`config.mk`:
```
export PLATFORM = sky130hd
export DESIGN_NAME = preset_seq_counter
export DESIGN_NICKNAME = d
export VERILOG_FILES = /design/src/rtl/psc_pkg.sv /design/src/rtl/psc_sync.sv /design/src/rtl/psc_ctrl.sv /design/src/rtl/psc_datapath.sv /design/src/rtl/preset_seq_counter.sv
export SDC_FILE = /design/constraint.sdc
export NUM_CORES = 1
export LEC_CHECK = 0
export BUFFER_PORTS_ARGS = -buffer_cell sky130_fd_sc_hd__buf_2
export CAP_MARGIN = 0
export CORE_MARGIN = 2
export CORE_UTILIZATION = 25
export DETAILED_ROUTE_END_ITERATION = 8
export GPL_TIMING_DRIVEN = 0
export HOLD_SLACK_MARGIN = 0.1
export SETUP_SLACK_MARGIN = 0.02
export SYNTH_ARGS = -nofsm -noshare
export SYNTH_HDL_FRONTEND = slang
export SYNTH_SLANG_ARGS = --single-unit
export TNS_END_PERCENT = 20
```
`constraint.sdc`:
```
create_clock -name clk -period 10.1 [get_ports clk]
set_clock_uncertainty 0.2 [all_clocks]
set_input_delay 2.02 -clock clk [delete_from_list [all_inputs] [get_ports clk]]
set_output_delay 2.02 -clock clk [all_outputs]
set_load 0.03 [all_outputs]
```
`src/rtl/psc_pkg.sv`:
```
package psc_pkg;
  typedef struct packed {
    logic cntEv;
    logic revEv;
    logic dirChg;
    logic dirUp;
    logic wrPreset;
    logic wrPattern;
    logic wrActive;
  } psc_strobe_t;

  localparam int STAT_W = 3;
endpackage

```
`src/rtl/psc_sync.sv`:
```
module psc_sync #(
  parameter int WIDTH = 3
) (
  input  logic             clk,
  input  logic             rstN,
  input  logic [WIDTH-1:0] asyncIn,
  output logic [WIDTH-1:0] syncOut
);
  logic [WIDTH-1:0] stage1;

  always_ff @(posedge clk) begin
    if (!rstN) begin
      stage1  <= '0;
      syncOut <= '0;
    end else begin
      stage1  <= asyncIn;
      syncOut <= stage1;
    end
  end
endmodule

```
`src/rtl/psc_ctrl.sv`:
```
module psc_ctrl
  import psc_pkg::*;
#(
  parameter int AW = 5,
  parameter int DW = 32
) (
  input  logic              clk,
  input  logic              rstN,
  input  logic              cntSync,
  input  logic              dirSync,
  input  logic              revSync,
  input  logic              wrEn,
  input  logic [AW-1:0]     wrAddr,
  input  logic [DW-1:0]     wrData,
  input  logic              matchHit,
  output psc_strobe_t       strb,
  output logic [STAT_W-1:0] irqStatus,
  output logic              irqLine
);
  localparam logic [1:0] SEL_PRESET  = 2'd0;
  localparam logic [1:0] SEL_PATTERN = 2'd1;
  localparam logic [1:0] SEL_CTRL    = 2'd2;
  localparam int         LOW_W       = AW - 2;
  localparam logic [LOW_W-1:0] REG_ACTIVE = LOW_W'(0);
  localparam logic [LOW_W-1:0] REG_ENABLE = LOW_W'(1);
  localparam logic [LOW_W-1:0] REG_CLEAR  = LOW_W'(2);

  logic cntPrev, dirPrev, revPrev;
  logic [STAT_W-1:0] irqEnable;
  logic [STAT_W-1:0] setMask, clrMask;
  logic [1:0]        sel;
  logic [LOW_W-1:0]  low;
  logic              ctrlWr;

  assign sel    = wrAddr[AW-1:AW-2];
  assign low    = wrAddr[LOW_W-1:0];
  assign ctrlWr = wrEn && (sel == SEL_CTRL);

  always_comb begin
    strb.cntEv     = cntSync & ~cntPrev;
    strb.revEv     = revSync & ~revPrev;
    strb.dirChg    = dirSync ^ dirPrev;
    strb.dirUp     = dirSync;
    strb.wrPreset  = wrEn && (sel == SEL_PRESET);
    strb.wrPattern = wrEn && (sel == SEL_PATTERN);
    strb.wrActive  = ctrlWr && (low == REG_ACTIVE);
  end

  assign setMask = {strb.dirChg, strb.revEv, matchHit};
  assign clrMask = (ctrlWr && (low == REG_CLEAR)) ? wrData[STAT_W-1:0] : '0;

  always_ff @(posedge clk) begin
    if (!rstN) begin
      cntPrev   <= 1'b0;
      dirPrev   <= 1'b0;
      revPrev   <= 1'b0;
      irqStatus <= '0;
      irqEnable <= '0;
    end else begin
      cntPrev   <= cntSync;
      dirPrev   <= dirSync;
      revPrev   <= revSync;
      irqStatus <= (irqStatus & ~clrMask) | setMask;
      if (ctrlWr && (low == REG_ENABLE))
        irqEnable <= wrData[STAT_W-1:0];
    end
  end

  assign irqLine = |(irqStatus & irqEnable);
endmodule

```
`src/rtl/psc_datapath.sv`:
```
module psc_datapath
  import psc_pkg::*;
#(
  parameter int NENT = 8,
  parameter int CW   = 32,
  parameter int PW   = 8,
  parameter int AW   = 5,
  parameter int DW   = 32
) (
  input  logic                    clk,
  input  logic                    rstN,
  input  psc_strobe_t             strb,
  input  logic [AW-1:0]           wrAddr,
  input  logic [DW-1:0]           wrData,
  output logic                    matchHit,
  output logic [CW-1:0]           countVal,
  output logic [$clog2(NENT)-1:0] entryIdx,
  output logic [PW-1:0]           outPins
);
  localparam int IDXW = $clog2(NENT);
  localparam int ACTW = $clog2(NENT + 1);

  logic [CW-1:0]   presetTab [NENT];
  logic [PW-1:0]   patternTab[NENT];
  logic [ACTW-1:0] activeCnt;
  logic [IDXW-1:0] lastIdx, wrIdx;
  logic [CW-1:0]   nextCount;

  assign wrIdx = wrAddr[IDXW-1:0];

  for (genvar e = 0; e < NENT; e++) begin : g_entry
    always_ff @(posedge clk) begin
      if (!rstN) begin
        presetTab[e]  <= '0;
        patternTab[e] <= '0;
      end else begin
        if (strb.wrPreset && wrIdx == IDXW'(e))  presetTab[e]  <= wrData[CW-1:0];
        if (strb.wrPattern && wrIdx == IDXW'(e)) patternTab[e] <= wrData[PW-1:0];
      end
    end
  end

  always_comb begin
    if (activeCnt == '0)                   lastIdx = '0;
    else if (activeCnt >= ACTW'(NENT))     lastIdx = IDXW'(NENT - 1);
    else                                   lastIdx = IDXW'(activeCnt - 1'b1);
  end

  assign nextCount = strb.dirUp ? countVal + 1'b1 : countVal - 1'b1;
  assign matchHit  = strb.cntEv && !strb.revEv && (nextCount == presetTab[entryIdx]);

  always_ff @(posedge clk) begin
    if (!rstN) begin
      countVal  <= '0;
      entryIdx  <= '0;
      activeCnt <= ACTW'(NENT);
    end else begin
      if (strb.wrActive) activeCnt <= wrData[ACTW-1:0];
      if (strb.revEv) begin
        countVal <= '0;
        entryIdx <= '0;
      end else if (strb.cntEv) begin
        countVal <= nextCount;
        if (matchHit && entryIdx < lastIdx) entryIdx <= entryIdx + 1'b1;
      end
    end
  end

  assign outPins = patternTab[entryIdx];
endmodule

```
`src/rtl/preset_seq_counter.sv`:
```
module preset_seq_counter
  import psc_pkg::*;
#(
  parameter int NENT = 8,
  parameter int CW   = 32,
  parameter int PW   = 8,
  parameter int AW   = 5,
  parameter int DW   = 32
) (
  input  logic                    clk,
  input  logic                    rstN,
  input  logic                    cntIn,
  input  logic                    dirIn,
  input  logic                    revIn,
  input  logic                    wrEn,
  input  logic [AW-1:0]           wrAddr,
  input  logic [DW-1:0]           wrData,
  output logic [PW-1:0]           outPins,
  output logic [CW-1:0]           countVal,
  output logic [$clog2(NENT)-1:0] entryIdx,
  output logic [STAT_W-1:0]       irqStatus,
  output logic                    irqLine
);
  logic [2:0]  syncBus;
  logic        matchHit;
  psc_strobe_t strb;

  psc_sync #(.WIDTH(3)) u_sync (
    .clk(clk), .rstN(rstN),
    .asyncIn({revIn, dirIn, cntIn}),
    .syncOut(syncBus)
  );

  psc_ctrl #(.AW(AW), .DW(DW)) u_ctrl (
    .clk(clk), .rstN(rstN),
    .cntSync(syncBus[0]), .dirSync(syncBus[1]), .revSync(syncBus[2]),
    .wrEn(wrEn), .wrAddr(wrAddr), .wrData(wrData),
    .matchHit(matchHit), .strb(strb),
    .irqStatus(irqStatus), .irqLine(irqLine)
  );

  psc_datapath #(.NENT(NENT), .CW(CW), .PW(PW), .AW(AW), .DW(DW)) u_dp (
    .clk(clk), .rstN(rstN), .strb(strb),
    .wrAddr(wrAddr), .wrData(wrData),
    .matchHit(matchHit), .countVal(countVal),
    .entryIdx(entryIdx), .outPins(outPins)
  );
endmodule

```
# Word-level counts from Yosys, hierarchy flattened
# Memories as Yosys holds them, arrays and structs flattened. A register that Yosys moved wholly into a read port is not among the register bits.
# Index checks and enable logic that the tools add are counted.
# word_totals
reg_bits	54
mem_bits_rw	320
input_bits	43
output_inout_bits	47
wordCells	159
memories	2
# classes
add_sub_neg	4
n_lt_le_gt_ge	2
n_eq_ne	10
n_mux	73
n_bitwise	26
reduce_logical	32
# mem_list
name	depth	word_bits	rd	rd_clocked_by_memory_dff	wr	line_no	source
u_dp.presetTab	8	32	1	1	8	psc_datapath.sv:23	logic [CW-1:0] presetTab [NENT];
u_dp.patternTab	8	8	1	1	8	psc_datapath.sv:24	logic [PW-1:0] patternTab[NENT];
# op_table
operator	n
32-bit 2-to-1 mux	9
8-bit 2-to-1 mux	8
1-bit 2-to-1 mux	49
32-bit by 1-bit adder with 32-bit output (second input constant)	1
32-bit == test	1
32-bit by 1-bit subtractor with 32-bit output (second input constant)	1
1-bit logical AND	25
3-bit 2-to-1 mux	7
1-bit bitwise OR	16
3-bit == test (second input constant)	4
3-bit AND	2
3-bit by 2-bit == test with 1-bit output (second input constant)	2
4-bit >= comparator (second input constant)	1
4-bit logical NOT	1
3-bit by 1-bit adder with 3-bit output (second input constant)	1
3-bit by 1-bit == test with 1-bit output (second input constant)	1
3-bit logical NOT	1
3-bit less-than comparator	1
1-bit NOT	3
3-bit NOT	1
3-bit bitwise OR	1
3-bit OR reduction	1
3-bit by 1-bit subtractor with 3-bit output (second input constant)	1
1-bit AND	2
7 further kinds	7

# Logic depth before layout (Yosys ltp)
# logic_depth
depth_word	9
mapped_depth	14
depth_no_buf	13

# Hierarchy
# Synthesis repeated with hierarchy kept, for this count alone.
# hier_totals
hier_cells	1598
hier_area_um2	20024.2
# by_module_without_submodules
module	instances	cells_per_inst	area_each_um2	seq_area_each_um2
psc_datapath	1	1541	19453.7	10450.0
psc_ctrl	1	45	412.9	180.2
psc_sync	1	12	157.7	120.1

# Worst setup path after synthesis
# No wires, ideal clock.
# synth_path
path_kind	in2reg
startpoint	in wrAddr[3]
endpoint	mem u_dp.presetTab[4][0], enable pin
setup_time_ns	0.470
t_arrival_ns	4.874
t_required_ns	9.430
setup_slack_ns	4.556
path_stages	3
path_buffers	0
cell_sequence	nor3b_1 > nand2_1 > o31ai_1
# synth_lines
item	line_no	source
start, declared	preset_seq_counter.sv:16	input logic [AW-1:0] wrAddr,
end, declared	psc_datapath.sv:23	

==> impl_metrics.tcl <==
set metrics [dict create \
    clk_pin_slew_worst_paths_ns 0.06 \
    setup_viol 0 \
    grt_pass1_wl_um 89900 \
    nets 1849 \
    ys_seq_area_frac 0.540 \
    vias 14000 \
    hp-class "reg2reg" \
    globalplace.congestion 0.921 \
    final_cell_mix "and2_1 (338), edfxtp_1 (320), nand2_1 (108)" \
    synth-seq-cells 377 \
    design_area_um2 23400 \
    cp.required_ns 7.88 \
    clk_path_buf_depth 3 \
    row_count 103 \
    hold_viol_final 0 \
    die_h_um 286 \
    status "finished clean" \
    drt-pass1-iter-count 5 \
    r2r_start "u_sync.syncOut[1]$_SDFF_PN0_" \
    io_buffers 86 \
    setup_tns_ns 0 \
    cp.arrival_ns 4.79 \
    first_iter_violations 1596 \
    synth_compound_area_frac 0.0803 \
    avgSynthCellArea_um2 12.2 \
    synth.distinct_cells 84 \
    period_needed_ns 7.01 \
    rr_worst_depth 14 \
    p_per_area_nw_per_um2 171 \
    cts_hold_buf 0 \
    report.final.slew_viol_count 0 \
    routed_wl_um 61200 \
    whs_endpoint "u_sync.syncOut[0]$_SDFF_PN0_" \
    dpl.hpwl_um 44300 \
    tightest_slew_ns 1.40 \
    fin_crit_sh 0.694 \
    ant_nets 0 \
    syn_to_final_growth_pct 17.4 \
    drive_gt1_frac 0.161 \
    fin_ws_ns 3.09 \
    async_flop_share 0 \
    grt_setup_unrepaired "no" \
    die_area_um2 81800 \
    floorplan.initialDensity 0.252 \
    grt_pass1_vias 13900 \
    min_path_cells 1 \
    postSynthCellCount 1628 \
    synth-simple-area-share 0.188 \
    place_area_um2 22000 \
    cap_violations 0 \
    ys.flop_type "edfxtp_1" \
    grt_overflow 0 \
    synthAdderAreaFrac 0.0224 \
    route.detailed.drc 0 \
    hp-start "u_sync.stage1[0]$_SDFF_PN0_" \
    cellLeakagePower_nw 8.15 \
    cts_htree_levels 2 \
    syn_nets 1706 \
    dp_slack_ns 3.65 \
    ir_drop_mv 0.105 \
    ys_warn_count 0 \
    layout.cells.most_common "and2_1" \
    holdWs_ns 0.233 \
    worstPathMaxFanout 10 \
    core_area_um2 78900 \
    cts.sinks 377 \
    antenna_found_initial 10 \
    slowest_stage "buf_1" \
    root_buffer "clkbuf_16" \
    wire_per_inst_um 21.4 \
    io_pins 90 \
    fin_util 0.296 \
    netlist_area_um2 19900 \
    chipWidth_um 286 \
    r2r_slack_ns 3.78 \
    final_cells 2857 \
    critical_path.cell_chain "buf_6, buf_2, buf_2, buf_1, buf_2, clkbuf_1, mux4_2, mux2_2, buf_2" \
    grtUsageTotal 0.147 \
    max_stage_delay_ns 0.63 \
    synthXorXnorAreaFrac 0.0298 \
    worst_path_most_repeated_cell "buf_2" \
    clk_latency_ns 0.59 \
    power_mw 4.00 \
    max_freq_mhz 143 \
    cp-end-kind "output pin" \
    viasPerCell 4.90 \
    synth_top_family_by_area "simple AND/OR/NAND/NOR gates" \
    grt_max_degree 34 \
    cts_setup_buffers 0 \
    cts_tree "done" \
    cts_made_buffers 43 \
    synth_enable_flop_cells 320 \
    max_slew_margin 0.0575 \
    startpoint_type "register" \
    dp_cells 2776 \
    synthMuxAreaShare 0.115 \
    path_class "reg2out" \
    postCtsResizedCells 0 \
]
-- metal layers --
layer	routed length, um	share of wire	global-route usage	vias up
li1	-	-	-	6342
met1	26000	0.42	0.191	7031
met2	30000	0.49	0.250	522
met3	4120	0.067	0.0289	96
met4	1080	0.018	0.0342	12
met5	68	0.0011	0	-
-- cells in the mapped netlist, types with 18 or more instances --
cell type | instances | share of area
xnor2_1 | 34 | 0.015
and2_1 | 338 | 0.11
o21ai_0 | 55 | 0.014
dfxtp_1 | 57 | 0.057
ha_1 | 34 | 0.021
xor2_1 | 18 | 0.0079
inv_1 | 20 | 0.0038
edfxtp_1 | 320 | 0.48
nor3_1 | 20 | 0.0050
nand4_1 | 18 | 0.0057
clkbuf_1 | 77 | 0.015
nand2_1 | 108 | 0.020
nor2_1 | 61 | 0.012
a21oi_1 | 81 | 0.020
mux4_2 | 72 | 0.082
mux2i_1 | 43 | 0.022
-- critical path: cells and delay by family, from the launching register on --
kind	cells	cell delay (ns)
buffers and inverters	7	2.93
multiplexers	2	0.73
flip-flops	1	0.53
-- state kept, by name, summed over array words and instances, names as in the netlist, named ones only --
register          count
u_dp.countVal        32
u_dp.patternTab      64
u_ctrl.dirPrev        1
u_ctrl.irqEnable      3
u_ctrl.revPrev        1
u_dp.entryIdx         3
u_sync.stage1         3
u_ctrl.irqStatus      3
u_dp.presetTab      256
u_ctrl.cntPrev        1
u_dp.activeCnt        4
u_sync.syncOut        3
-- power breakdown --
part           internal [mW]  total (mW)  switching (mW)
combinational          0.231       0.640           0.410
clock                  0.897        1.57           0.669
sequential              1.77        1.80          0.0270
total                   2.90        4.00            1.11
-- cells by family after synthesis --
group | after synthesis
XOR/XNOR | 58
multiplexers | 133
AND/OR/NAND/NOR | 657
adder cells (fa/ha/maj) | 35
AO/OA/AOI/OAI | 249
buffers and inverters | 119
flip-flops | 377
-- worst max path at each step --
stage | endpoint | slack [ns] | cells past startpoint
global route | outPins[2] | 2.92 | 9
detailed placement | outPins[2] | 3.65 | 9
finish | outPins[2] | 3.09 | 9
CTS | outPins[2] | 3.02 | 9
global placement | u_dp.presetTab[4][14]$_SDFFCE_PN0P_ | 1.43 | 4
floorplan | u_dp.presetTab[4][0]$_SDFFCE_PN0P_ | 4.56 | 3
-- layout make-up --
cell class / instances / area [um^2]
well taps: 1050 / 1310
inverters: 20 / 75.1
diodes: 2 / 5.00
multi-input cells: 1132 / 8750
flip-flops and latches: 377 / 10800
plain buffers: 99 / 414
repair buffers: 98 / 673
clock inverters: 24 / 259
clock buffers: 55 / 1120
fillers: 7980 / 55500
(Power assumes the default switching activity.)
